### src/rtl/xpg_pkg.sv
package xpg_pkg;
  typedef enum logic [2:0] {
    PH_IDLE   = 3'd0,
    PH_GUARD0 = 3'd1,
    PH_PULSE1 = 3'd2,
    PH_GUARD1 = 3'd3,
    PH_PULSE2 = 3'd4,
    PH_GUARD2 = 3'd5
  } phase_t;

  localparam int NUM_PULSES = 2;
  localparam int NUM_WIDTHS = 3;  // pulse1, pulse2, guard
endpackage

### src/rtl/xpg_cfg_snap.sv
module xpg_cfg_snap #(
  parameter int W = 8
) (
  input  logic         clk,
  input  logic         rst_n,
  input  logic         load,
  input  logic         dual_i,
  input  logic [1:0]   dis_i,
  input  logic [W-1:0] w1_i,
  input  logic [W-1:0] w2_i,
  input  logic [W-1:0] wg_i,
  output logic         dual_o,
  output logic [1:0]   dis_o,
  output logic [W-1:0] w1_o,
  output logic [W-1:0] w2_o,
  output logic [W-1:0] wg_o
);
  import xpg_pkg::*;

  localparam logic [W-1:0] ONE = {{(W-1){1'b0}}, 1'b1};

  logic [W-1:0] w_in  [NUM_WIDTHS];
  logic [W-1:0] w_reg [NUM_WIDTHS];

  assign w_in[0] = w1_i;
  assign w_in[1] = w2_i;
  assign w_in[2] = wg_i;

  // Zero is replaced by one on capture, so downstream never sees a zero limit.
  for (genvar k = 0; k < NUM_WIDTHS; k++) begin : g_width
    always_ff @(posedge clk or negedge rst_n) begin
      if (!rst_n)    w_reg[k] <= ONE;
      else if (load) w_reg[k] <= (w_in[k] == '0) ? ONE : w_in[k];
    end
  end

  always_ff @(posedge clk or negedge rst_n) begin
    if (!rst_n) begin
      dual_o <= 1'b0;
      dis_o  <= 2'b00;
    end else if (load) begin
      dual_o <= dual_i;
      dis_o  <= dis_i;
    end
  end

  assign w1_o = w_reg[0];
  assign w2_o = w_reg[1];
  assign wg_o = w_reg[2];

  p_snap_frozen_r10: assert property (@(posedge clk) disable iff (!rst_n)
    !load |=> ($stable(w1_o) && $stable(w2_o) && $stable(wg_o) &&
               $stable(dual_o) && $stable(dis_o)));
endmodule

### src/rtl/xpg_width_cnt.sv
module xpg_width_cnt #(
  parameter int W = 8
) (
  input  logic         clk,
  input  logic         rst_n,
  input  logic         clear,
  input  logic         pix_en,
  input  logic [W-1:0] limit,
  output logic         done
);
  localparam logic [W-1:0] ONE = {{(W-1){1'b0}}, 1'b1};

  logic [W-1:0] cnt;

  assign done = pix_en && (cnt == limit - ONE);

  always_ff @(posedge clk or negedge rst_n) begin
    if (!rst_n)      cnt <= '0;
    else if (clear)  cnt <= '0;
    else if (pix_en) cnt <= cnt + ONE;
  end

  p_freeze_r9: assert property (@(posedge clk) disable iff (!rst_n)
    (!clear && !pix_en) |=> $stable(cnt));

  p_limit_nonzero_r4: assert property (@(posedge clk) disable iff (!rst_n)
    limit != '0);
endmodule

### src/rtl/xpg_phase_seq.sv
module xpg_phase_seq
  import xpg_pkg::*;
(
  input  logic   clk,
  input  logic   rst_n,
  input  logic   line_start,
  input  logic   dual,
  input  logic   done,
  output phase_t phase,
  output logic   load,
  output logic   clear
);
  phase_t phase_nxt;

  assign load  = (phase == PH_IDLE) && line_start;
  assign clear = load || done;

  always_comb begin
    phase_nxt = phase;
    unique case (phase)
      PH_IDLE:   if (load) phase_nxt = PH_GUARD0;
      PH_GUARD0: if (done) phase_nxt = PH_PULSE1;
      PH_PULSE1: if (done) phase_nxt = PH_GUARD1;
      PH_GUARD1: if (done) phase_nxt = dual ? PH_PULSE2 : PH_IDLE;
      PH_PULSE2: if (done) phase_nxt = PH_GUARD2;
      PH_GUARD2: if (done) phase_nxt = PH_IDLE;
      default:             phase_nxt = PH_IDLE;
    endcase
  end

  always_ff @(posedge clk or negedge rst_n) begin
    if (!rst_n) phase <= PH_IDLE;
    else        phase <= phase_nxt;
  end

  p_start_r2: assert property (@(posedge clk) disable iff (!rst_n)
    (phase == PH_IDLE && line_start) |=> phase == PH_GUARD0);

  p_no_restart_r8: assert property (@(posedge clk) disable iff (!rst_n)
    (phase != PH_IDLE && phase != PH_GUARD0 && line_start) |=> phase != PH_GUARD0);

  p_hold_phase_r9: assert property (@(posedge clk) disable iff (!rst_n)
    (phase != PH_IDLE && !done) |=> $stable(phase));

  p_order_r3: assert property (@(posedge clk) disable iff (!rst_n)
    (phase == PH_PULSE1) |=> (phase == PH_PULSE1 || phase == PH_GUARD1));

  p_single_r5: assert property (@(posedge clk) disable iff (!rst_n)
    (phase == PH_GUARD1 && !dual) |=> (phase == PH_GUARD1 || phase == PH_IDLE));
endmodule

### src/rtl/xpg_pulse_drv.sv
module xpg_pulse_drv (
  input  logic in_slot,
  input  logic suppress,
  input  logic invert,
  output logic asserted,
  output logic pin
);
  assign asserted = in_slot && !suppress;
  assign pin      = invert ^ asserted;
endmodule

### src/rtl/xfer_pulse_seq.sv
module xfer_pulse_seq #(
  parameter int W = 8
) (
  input  logic         clk,
  input  logic         rst_n,
  input  logic         line_start,
  input  logic         pix_en,
  input  logic         cfg_dual,
  input  logic [W-1:0] cfg_w1,
  input  logic [W-1:0] cfg_w2,
  input  logic [W-1:0] cfg_wg,
  input  logic         cfg_inv1,
  input  logic         cfg_inv2,
  input  logic         cfg_dis1,
  input  logic         cfg_dis2,
  output logic         tr1,
  output logic         tr2,
  output logic         busy
);
  import xpg_pkg::*;

  phase_t       phase;
  logic         load, clear, done;
  logic         dual_s;
  logic [1:0]   dis_s;
  logic [W-1:0] w1_s, w2_s, wg_s;
  logic [W-1:0] limit;
  logic [NUM_PULSES-1:0] inv_v, act_v, pin_v;

  xpg_cfg_snap #(.W(W)) u_snap (
    .clk(clk), .rst_n(rst_n), .load(load),
    .dual_i(cfg_dual), .dis_i({cfg_dis2, cfg_dis1}),
    .w1_i(cfg_w1), .w2_i(cfg_w2), .wg_i(cfg_wg),
    .dual_o(dual_s), .dis_o(dis_s),
    .w1_o(w1_s), .w2_o(w2_s), .wg_o(wg_s)
  );

  xpg_phase_seq u_seq (
    .clk(clk), .rst_n(rst_n), .line_start(line_start),
    .dual(dual_s), .done(done),
    .phase(phase), .load(load), .clear(clear)
  );

  always_comb begin
    unique case (phase)
      PH_PULSE1: limit = w1_s;
      PH_PULSE2: limit = w2_s;
      default:   limit = wg_s;
    endcase
  end

  xpg_width_cnt #(.W(W)) u_cnt (
    .clk(clk), .rst_n(rst_n), .clear(clear), .pix_en(pix_en),
    .limit(limit), .done(done)
  );

  assign inv_v = {cfg_inv2, cfg_inv1};

  for (genvar i = 0; i < NUM_PULSES; i++) begin : g_pulse
    localparam phase_t SLOT = (i == 0) ? PH_PULSE1 : PH_PULSE2;
    xpg_pulse_drv u_drv (
      .in_slot(phase == SLOT), .suppress(dis_s[i]), .invert(inv_v[i]),
      .asserted(act_v[i]), .pin(pin_v[i])
    );
  end

  assign tr1  = pin_v[0];
  assign tr2  = pin_v[1];
  assign busy = (phase != PH_IDLE);

  p_one_active_r11: assert property (@(posedge clk) disable iff (!rst_n)
    !(act_v[0] && act_v[1]));

  p_active_in_busy_r11: assert property (@(posedge clk) disable iff (!rst_n)
    (act_v != '0) |-> busy);

  p_idle_level_r1: assert property (@(posedge clk) disable iff (!rst_n)
    !busy |-> (tr1 == cfg_inv1 && tr2 == cfg_inv2));

  p_tr2_quiet_r5: assert property (@(posedge clk) disable iff (!rst_n)
    (busy && !dual_s) |-> (tr2 == cfg_inv2));
endmodule

### config.mk
export PLATFORM = sky130hd
export DESIGN_NAME = xfer_pulse_seq
export DESIGN_NICKNAME = d
export VERILOG_FILES = /design/src/rtl/xpg_pkg.sv /design/src/rtl/xpg_cfg_snap.sv /design/src/rtl/xpg_width_cnt.sv /design/src/rtl/xpg_phase_seq.sv /design/src/rtl/xpg_pulse_drv.sv /design/src/rtl/xfer_pulse_seq.sv
export SDC_FILE = /design/constraint.sdc
export NUM_CORES = 1
export LEC_CHECK = 0
export CAP_MARGIN = 20
export CORE_MARGIN = 3
export CORE_UTILIZATION = 40
export DETAILED_ROUTE_END_ITERATION = 6
export GPL_TIMING_DRIVEN = 0
export PLACE_DENSITY = 0.67
export SLEW_MARGIN = 15
export SYNTH_ARGS = -nofsm -noshare
export SYNTH_HDL_FRONTEND = slang
export SYNTH_SLANG_ARGS = --single-unit
### constraint.sdc
create_clock -name clk -period 3.7 [get_ports clk]
set_input_delay 0.555 -clock clk [delete_from_list [all_inputs] [get_ports clk]]
set_output_delay 0.555 -clock clk [all_outputs]
set_load 0.01 [all_outputs]
Word-level counts from Yosys, hierarchy flattened
Cells that the tools add are included.

Flip-flop bits (word level): 38. Output and inout port bits: 3. Word-level logic and storage cells: 51.

Add/sub/neg operators: 2. Equality and inequality tests: 12. Mux-type cells: 14. Bitwise logic cells: 2. Reduce and logical (&&, ||, !) cells: 14.

Operators by type and width (number): $mux W8 (5); $logic_not A8 Y1 (3); $mux W3 (7); $pmux W3 S6 (1); $pmux W8 S2 (1); $add A8 B1 Y8 const B (1); $eq A8 B8 Y1 (1); $ne A2 B1 Y1 const B (4); $sub A8 B1 Y8 const B (1); $eq A3 B2 Y1 const B (2); $eq A3 B3 Y1 const B (2); $reduce_and A6 Y1 (1); $logic_and A1 B1 Y1 (4); $ne A2 B2 Y1 const B (2); $eq A3 B1 Y1 const B (1); $logic_not A3 Y1 (1); $reduce_bool A3 Y1 (1); $logic_not A1 Y1 (2); $reduce_bool A2 Y1 (1); $xor A1 B1 Y1 (2); $logic_or A1 B1 Y1 (1).

Logic depth before layout (Yosys ltp)
Gate-level depths: netlist of the first run.

Word-level depth: 7. Gate-level depth with buffers: 12.

Cells and area by module
Synthesis of the first run repeated with hierarchy kept, for this count alone.

Cells, all modules: 208. Area total of the unflattened synthesis: 2278.4 um^2.

By module, submodules not included: xpg_cfg_snap (times used 1, cells each 66, area each 1068.5 um^2, seq. area each 679.4 um^2); xpg_width_cnt (times used 1, cells each 70, area each 615.6 um^2, seq. area each 200.2 um^2); xfer_pulse_seq (times used 1, cells each 52, area each 376.6 um^2, seq. area each 0.0 um^2); xpg_phase_seq (times used 1, cells each 16, area each 157.7 um^2, seq. area each 75.1 um^2); xpg_pulse_drv (times used 2, cells each 2, area each 30.0 um^2, seq. area each 0.0 um^2).

Worst setup path before layout of the first run
No wires, ideal clock.

Path type: register to register. Start point: reg u_seq.phase[0]. End point: reg u_seq.phase[0]. Data arrival time: 3087 ps. Data required time: 3562 ps. Setup slack: 475 ps. Cell stages (with the launch flop): 12. Path buffers: 2. Clock period less this slack: 3225 ps. Cells stage by stage: dfrtp_1 -> clkbuf_1 -> or2_2 -> a2bb2oi_1 -> ha_1 -> inv_1 -> or4_1 -> a2111o_1 -> a2111oi_2 -> and2_1 -> buf_4 -> a211oi_2.

Word-level cells in the longest chain between the ends: 7. Elaborated cells on any way between the ends: 19. Classes of those cells: add/sub (1); eq/ne (12); mux (2); reduce/logical (4).

Ends and longest elaborated chain: from (decl) (RTL line xpg_phase_seq.sv:9) `output phase_t phase,`; from (signal assigned) (RTL line xpg_phase_seq.sv:33) `else phase <= phase_nxt;`; $eq A3 B3 Y1 / $eq A3 B2 Y1 (equally long branches) (RTL line xpg_phase_seq.sv:20, xfer_pulse_seq.sv:45); $pmux W8 S2 (RTL line xfer_pulse_seq.sv:45) `unique case (phase)`; $sub A8 B1 Y8 (RTL line xpg_width_cnt.sv:15) `assign done = pix_en && (cnt == limit - ONE);`; $eq A8 B8 Y1 (RTL line xpg_width_cnt.sv:15); $logic_and A1 B1 Y1 (RTL line xpg_width_cnt.sv:15); $ne A2 B2 Y1 (no source line) / $ne A2 B1 Y1 (equally long branches); $reduce_and A6 Y1 (no source line).

Several ways; a longest one is shown, not always the timed one. A chain may end at the register's enable or synchronous reset.

Worst setup path after layout of the first run
Start point: reg u_seq.phase[1]. End point: reg u_cnt.cnt[7].

Word-level cells in the longest chain between the ends: 7. Elaborated cells on any way between the ends: 11. Classes of those cells: add/sub (1); eq/ne (3); mux (2); reduce/logical (5).

Ends and longest elaborated chain: $eq A3 B3 Y1 / $eq A3 B2 Y1 (equally long branches) (RTL line xfer_pulse_seq.sv:45); $pmux W8 S2 (RTL line xfer_pulse_seq.sv:45); $sub A8 B1 Y8 (RTL line xpg_width_cnt.sv:15); $eq A8 B8 Y1 (RTL line xpg_width_cnt.sv:15); $logic_and A1 B1 Y1 (RTL line xpg_width_cnt.sv:15); $logic_or A1 B1 Y1 * (RTL line xpg_phase_seq.sv:16) `assign clear = load || done;`; $mux W8 / $reduce_bool A2 Y1 (equally long branches); to (signal assigned) (RTL line xpg_width_cnt.sv:20) `else if (pix_en) cnt <= cnt + ONE;`; to (decl) (RTL line xpg_width_cnt.sv:13) `logic [W-1:0] cnt;`.

Every way passes the cells marked *; elsewhere a longest branch is shown, timed or not.

==> out/summary.txt, run 1 <==
Net Sw Power = 0.631 mW
Final Cell Area = 0.00277 mm^2
Setup TNS = 0 ns
Post-placement setup slack = 0.0952 ns
Die Wd = 79.6 um
IO Pins = 36
Post-synth EDFFs = 0
First DRT Iteration DRCs = 97
FP Rows = 26
Clk root buf = clkbuf_8
Crit end category = register
Startpoint Class = register
Initial antenna violation count = 0
Global route hottest layer = met2
Final GP Congestion = 0.881
Total die area = 0.00633 mm^2
Sequential element share of the synthesized area = 44.1%
Clock Latency Late Sink = 0.29 ns
Min Tclk post-route = 3.47 ns
Synth area leaders = dfrtp_1 40%, mux2_2 12%, xor2_1 4.0%, dfstp_2 3.6%, nor3_1 3.5%
Share of cells above drive strength 1 = 19.5%
Crit path kind = register to register
Finished Layout Cells = 321
Cells after synthesis = 208
Global-route wire length before repair = 8460 um
Mean routed wirelength per cell = 15.5 um
Post-DP Area = 0.00262 mm^2
Syn avg cell area = 10.4 um^2
Clock share of power = 19.7%
Syn-to-layout area delta = 27.7%
Worst-Margin Slew = 0.579 ns
I/O Buffers = 34
M1 GR Usage = 23.3%
Starting density of the core = 41.9%
Met3 global-route usage = 3.27%
Reg2Reg Setup Slack = 0.23 ns
Final core occ = 53.5%
Via count = 1748
CTS max path bufs = 2
Post-synth top cells = 35 x dfrtp_1, 24 x mux2_2, 15 x nor3_1, 11 x nor2_1
RSZ-0062 raised after global routing = false
WP data required = 3.84 ns
Number of global-route vias before repair = 1750
Ys async rst share = 100%
CTS Buf Count = 5
Status = complete, no violations
Worst hold path class = primary input to async pin
Placeable core area = 0.00517 mm^2
Clock Skews = 0.00900 ns
Max-cap viol count = 0
Inst Count DP = 313
VDD IR max = 0.296 mV
Critical path fanouts, max = 10
Slew Viols, Final = 0
Vias per inst = 5.45
TritonCTS clock tree = built
Layout fillers = 485
Post-synth cell types = 47
Endpoints failing hold = 0
CTS sink count = 38
Part of the power in registers = 41.7%
Largest area contributor in the netlist = dfrtp_1
Crit share post-route = 93.8%
Critical Path AT = 3.61 ns
Final Worst Setup Slack = 0.228 ns
Height of the die = 79.6 um
M2 GR Usage = 26.8%
Primary FF master, synth = dfrtp_1
GRT Total Usage = 17.0%
Hpwl dp = 3850 um
Synth top area share = 40.4%
Count leader, synth = dfrtp_1
Final setup viols = 0
Int Pwr = 1.19 mW
Final Net Count = 285
Sw Share = 34.6%
Fmax = 0.288 GHz
Slew headroom = 60.9%
Post-route ant nets = 0
Worst R2R Start = u_seq.phase[1]$_DFFE_PN0P_
Clock-pin slew on the worst setup and hold paths = 0.08 ns
Syn. warnings = 0
Ant diodes = 0
Mapped Nets = 243
DRC = 0
Leak Pwr = 1.05 nW
Gate power share = 38.6%
Cell area after synthesis = 0.00217 mm^2
Power Dens Cells = 660 mW/mm^2
Pre-Repair DR Iteration Count = 4
Depth of the CTS H-tree = 2
Yosys reg bits = 38
Remaining global-route overflow = 0
Crit path launch = u_seq.phase[1]$_DFFE_PN0P_
Hold buffers post-CTS = 0
DRT Wirelength = 4970 um
Largest net degree at the start of global routing = 23
-- through the flow --
stage	total power, mW	hold slack [ns]
2_1_floorplan	1.24	0.259
3_3_place_gp	1.42	0.490
3_5_place_dp	1.44	0.490
4_1_cts	1.81	0.215
5_1_grt	1.96	0.224
6_report	1.83	0.204
-- path summary, 6_finish.rpt --
check / end / cells past startpoint
min in group clk: u_snap.w2_o[0]$_DFFE_PN1P_ / 2
min: u_seq.phase[0]$_DFFE_PN0P_ / 1
max reg2reg: u_cnt.cnt[7]$_DFFE_PN0P_ / 12
min reg2reg: u_snap.w2_o[0]$_DFFE_PN1P_ / 2
max in group asynchronous: u_snap.wg_o[0]$_DFFE_PN1P_ / 2
max: u_cnt.cnt[7]$_DFFE_PN0P_ / 12
-- cells in the final DEF, fill, tap and decap left out, types with 2 or more instances in the layout --
cell type,instances
xnor2_1,6
a221oi_1,2
nand3_1,2
nand2b_1,2
clkbuf_8,6
nor4bb_1,2
buf_2,3
inv_1,5
a21oi_1,9
o21ai_0,7
a31oi_1,3
clkdlybuf4s50_1,33
clkbuf_1,8
mux2_2,24
o22ai_1,2
or3_1,3
nand3b_1,4
and4bb_2,2
nor4_1,3
xor2_1,10
mux2i_1,3
or4_1,2
and2_1,2
nand4_1,3
o22a_1,4
nor2_1,11
nor3_1,15
ha_1,2
dfrtp_1,35
o21a_1,3
nand2_1,10
dfstp_2,3
-- power by group through the flow --
stage | clock [mW] | combinational (mW) | sequential (mW)
floorplan | 0 | 0.530 | 0.712
global placement | 0 | 0.658 | 0.760
detailed placement | 0 | 0.677 | 0.764
CTS | 0.369 | 0.680 | 0.756
global route | 0.391 | 0.787 | 0.787
finish | 0.360 | 0.705 | 0.761
-- cell type report --
type	count	area (um^2)	share of cell area, %
flip-flops and latches	38	955	34.5
multi-input cells	154	1180	42.6
repair buffers	35	363	13.1
clock buffers	7	86.3	3.12
inverters	5	18.8	0.679
plain buffers	11	47.5	1.72
well taps	70	87.6	3.17
clock inverters	1	30.0	1.09
-- cells by family after synthesis --
| logic type | Yosys count | synth area share, % |
|---|---|---|
| XOR/XNOR | 17 | 6.87 |
| buffers and inverters | 16 | 3.06 |
| adder cells (fa/ha/maj) | 2 | 1.16 |
| flip-flops | 38 | 44.1 |
| AO/OA/AOI/OAI | 41 | 13.4 |
| multiplexers | 27 | 13.9 |
| AND/OR/NAND/NOR | 67 | 17.6 |
-- worst max-delay path: stages, from the launching register on --
cell and delay, ns:
dfrtp_1 0.46, buf_2 0.21, nor2b_1 0.16, a2bb2oi_1 0.28, a2bb2oi_2 0.28, ha_1 0.23
inv_1 0.08, or4_1 0.52, a2111o_1 0.46, a2111oi_4 0.25, and2_1 0.17, buf_4 0.16
nor3_1 0.07
-- registers in the layout, indices dropped and copies added (netlist names) --
signal         count
u_snap.dual_o      1
u_snap.dis_o       2
u_cnt.cnt          8
u_snap.w1_o        8
u_seq.phase        3
u_snap.w2_o        8
u_snap.wg_o        8
-- layer usage --
| layer | vias up | share of wire (%) |
|---|---|---|
| met1 | 832 | 47 |
| met5 | - | 0 |
| met3 | 9 | 4.7 |
| li1 | 853 | - |
| met4 | 0 | 1.8 |
| met2 | 54 | 46 |
-- repair_timing --
| action | CTS | global route |
|---|---|---|
| setup endpoints to repair | 0 | 11 |
| buffers inserted | 0 | 0 |
| gates resized for setup | 0 | 4 |
Power figures use the tool's default switching activity.
==> inputs of run 2 (changes only) <==
--- a/config.mk
+++ b/config.mk
@@ -11,7 +11,7 @@
 export DETAILED_ROUTE_END_ITERATION = 6
 export GPL_TIMING_DRIVEN = 0
 export PLACE_DENSITY = 0.67
-export SLEW_MARGIN = 15
+export SLEW_MARGIN = 20
 export SYNTH_ARGS = -nofsm -noshare
 export SYNTH_HDL_FRONTEND = slang
 export SYNTH_SLANG_ARGS = --single-unit
==> results of run 2 <==
The final DEF is identical to that of run 1; final timing and power are the same.
==> inputs of run 3 (changes only) <==
--- a/config.mk
+++ b/config.mk
@@ -6,7 +6,7 @@
 export NUM_CORES = 1
 export LEC_CHECK = 0
 export CAP_MARGIN = 20
-export CORE_MARGIN = 3
+export CORE_MARGIN = 10
 export CORE_UTILIZATION = 40
 export DETAILED_ROUTE_END_ITERATION = 6
 export GPL_TIMING_DRIVEN = 0
==> out/summary.txt, run 3 (synthesis gave the netlist of run 1 again) <==
Met3 global-route usage = 3.36% (was 3.27%)
Clock-pin slew on the worst setup and hold paths = 0.08 ns (about the same)
DRC = 0 (unchanged)
Hpwl dp = 4040 um (was 3850 um)
Vias per inst = 5.24 (was 5.45)
Share of cells above drive strength 1 = 20.3% (was 19.5%)
Ant diodes = 0 (unchanged)
Total die area = 0.00876 mm^2 (was 0.00633 mm^2)
Post-route ant nets = 0 (unchanged)
Clock Skews = 0.00876 ns (was 0.00900 ns)
Worst path bufs/invs = 3 (unchanged)
Final Cell Area = 0.00279 mm^2 (was 0.00277 mm^2)
Worst-Margin Slew = 0.575 ns (was 0.579 ns)
DRT Wirelength = 5100 um (was 4970 um)
Via count = 1683 (was 1748)
Min Tclk post-route = 3.47 ns (about the same)
Syn-to-layout area delta = 28.9% (was 27.7%)
TritonCTS clock tree = built (unchanged)
Clk root buf = clkbuf_8 (unchanged)
I/O Buffers = 34 (unchanged)
Starting density of the core = 41.9% (unchanged)
Leak Pwr = 1.06 nW (was 1.05 nW)
Global-route wire length before repair = 8760 um (was 8460 um)
Global route hottest layer = met2 (unchanged)
IO Pins = 36 (unchanged)
Height of the die = 93.6 um (was 79.6 um)
Cell family with most CP delay = simple AND/OR/NAND/NOR gates (was compound AO/OA/AOI/OAI gates)
Setup TNS = 0 ns (unchanged)
Slew Viols, Final = 0 (unchanged)
Slew headroom = 61.1% (was 60.9%)
Critical Path AT = 3.62 ns (was 3.61 ns)
Most common cell after layout, fill and taps aside = dfrtp_1 (unchanged)
M1 GR Usage = 16.3% (was 23.3%)
Clock Latency Late Sink = 0.30 ns (was 0.29 ns)
Commonest cells after routing, fill and taps aside = 35 x dfrtp_1, 33 x clkdlybuf4s50_1, 24 x mux2_2 (unchanged)
First DRT Iteration DRCs = 104 (was 97)
Critical path fanouts, max = 10 (unchanged)
M2 GR Usage = 19.4% (was 26.8%)
Startpoint Class = register (unchanged)
Post-CTS Setup Bufs = 0 (unchanged)
CTS sink count = 38 (unchanged)
Fmax = 0.288 GHz (about the same)
Mean routed wirelength per cell = 15.9 um (was 15.5 um)
CTS Buf Count = 5 (unchanged)
Layout fillers = 442 (was 485)
Crit end category = register (unchanged)
Endpoints failing hold = 0 (unchanged)
FP Rows = 26 (unchanged)
Max-cap viol count = 0 (unchanged)
GRT Total Usage = 12.5% (was 17.0%)
Initial antenna violation count = 0 (unchanged)
Die Wd = 93.6 um (was 79.6 um)
VDD IR max = 0.344 mV (was 0.296 mV)
Pre-Repair DR Iteration Count = 5 (was 4)
Final GP Congestion = 0.854 (was 0.881)
Largest net degree at the start of global routing = 21 (was 23)
Final setup viols = 0 (unchanged)
Worst hold path class = primary input to async pin (unchanged)
CP Cell Sequence = clkbuf_1, or2_2, a2bb2oi_2, ha_1, inv_1, or4_1, a2111o_1, a2111oi_4, and2_1, buf_4, a211oi_2 (was buf_2, nor2b_1, a2bb2oi_1, a2bb2oi_2, ha_1, inv_1, or4_1, a2111o_1, a2111oi_4, and2_1, buf_4, nor3_1)
Power Dens Cells = 678 mW/mm^2 (was 660 mW/mm^2)
Remaining global-route overflow = 0 (unchanged)
Placeable core area = 0.00517 mm^2 (unchanged)
Worst path slowest cell = or4_1 (unchanged)
CTS max path bufs = 2 (unchanged)
Number of global-route vias before repair = 1808 (was 1750)
WP data required = 3.86 ns (was 3.84 ns)
Post-DP Area = 0.00262 mm^2 (unchanged)
Depth of the CTS H-tree = 2 (unchanged)
Final Net Count = 285 (unchanged)
Crit path kind = register to register (unchanged)
Status = complete, no violations (unchanged)
Crit share post-route = 93.7% (was 93.8%)
Crit path largest cell delay = 0.51 ns (was 0.52 ns)
==> run 3: changes by cell type in the layout (fill, tap and decap cells not counted), sizes merged <==
cell    change
clkbuf      -2
clkinv      +1
bufinv      +1
==> run 3: through the flow <==
stage          worst slack (ns)  cells  hold WS, ns  power (mW)  utilization [%]
2_1_floorplan             0.475    208        0.259        1.24                -
3_3_place_gp             0.0586    312        0.489        1.42             50.1
3_5_place_dp             0.0850    313        0.494        1.44             50.6
4_1_cts                  0.0556    321        0.215        1.87             53.2
5_1_grt               -0.000767    321        0.227        2.04             54.0
6_report                  0.234    321        0.202        1.89             54.0
==> run 3: cell type report <==
cell class	count	area, um^2	area share [%]
inverter	5	18.8	0.672
tap	70	87.6	3.14
timing repair buffer	35	363	13.0
clock buffer	5	68.8	2.46
sequential	38	955	34.2
clock inverter	3	68.8	2.46
buffer	11	47.5	1.70
multi-input combinational	154	1180	42.4
==> run 3: final timing paths <==
path | endpoint | start | cells past startpoint | slack, ns
hold reg to reg | u_snap.wg_o[7]$_DFFE_PN0P_ | u_snap.wg_o[7]$_DFFE_PN0P_ | 1 | 0.51
setup / recovery | u_seq.phase[0]$_DFFE_PN0P_ | u_seq.phase[0]$_DFFE_PN0P_ | 11 | 0.23
hold / removal | u_snap.w1_o[4]$_DFFE_PN0P_ | rst_n | 1 | 0.20
min in group clk | u_snap.wg_o[7]$_DFFE_PN0P_ | u_snap.wg_o[7]$_DFFE_PN0P_ | 1 | 0.51
max in group asynchronous | u_snap.wg_o[0]$_DFFE_PN1P_ | rst_n | 2 | 2.96
setup reg to reg | u_seq.phase[0]$_DFFE_PN0P_ | u_seq.phase[0]$_DFFE_PN0P_ | 11 | 0.23
==> run 3: worst register-to-register path: stages (launching register included) <==
cell and delay [ns]:
dfrtp_1 0.45, clkbuf_1 0.25, or2_2 0.39, a2bb2oi_2 0.27
ha_1 0.23, inv_1 0.07, or4_1 0.51, a2111o_1 0.46
a2111oi_4 0.28, and2_1 0.18, buf_4 0.16, a211oi_2 0.07
==> run 3: repair_timing <==
item                                    CTS  global route
resized for setup                         0             5
endpoints found under the setup margin    0            11
hold buffers                              0             0
==> run 3: per-layer routing <==
metal,vias up,routed length (um)
met4,0,92
met3,6,193
met5,-,0
li1,856,-
met1,784,2540
met2,37,2270
==> run 3: power by group <==
part,switching (mW),leakage (nW),internal [mW]
Clock,0.156,0.0683,0.270
Sequential,0.148,0.457,0.614
Combinational,0.341,0.539,0.363
Total,0.645,1.06,1.25
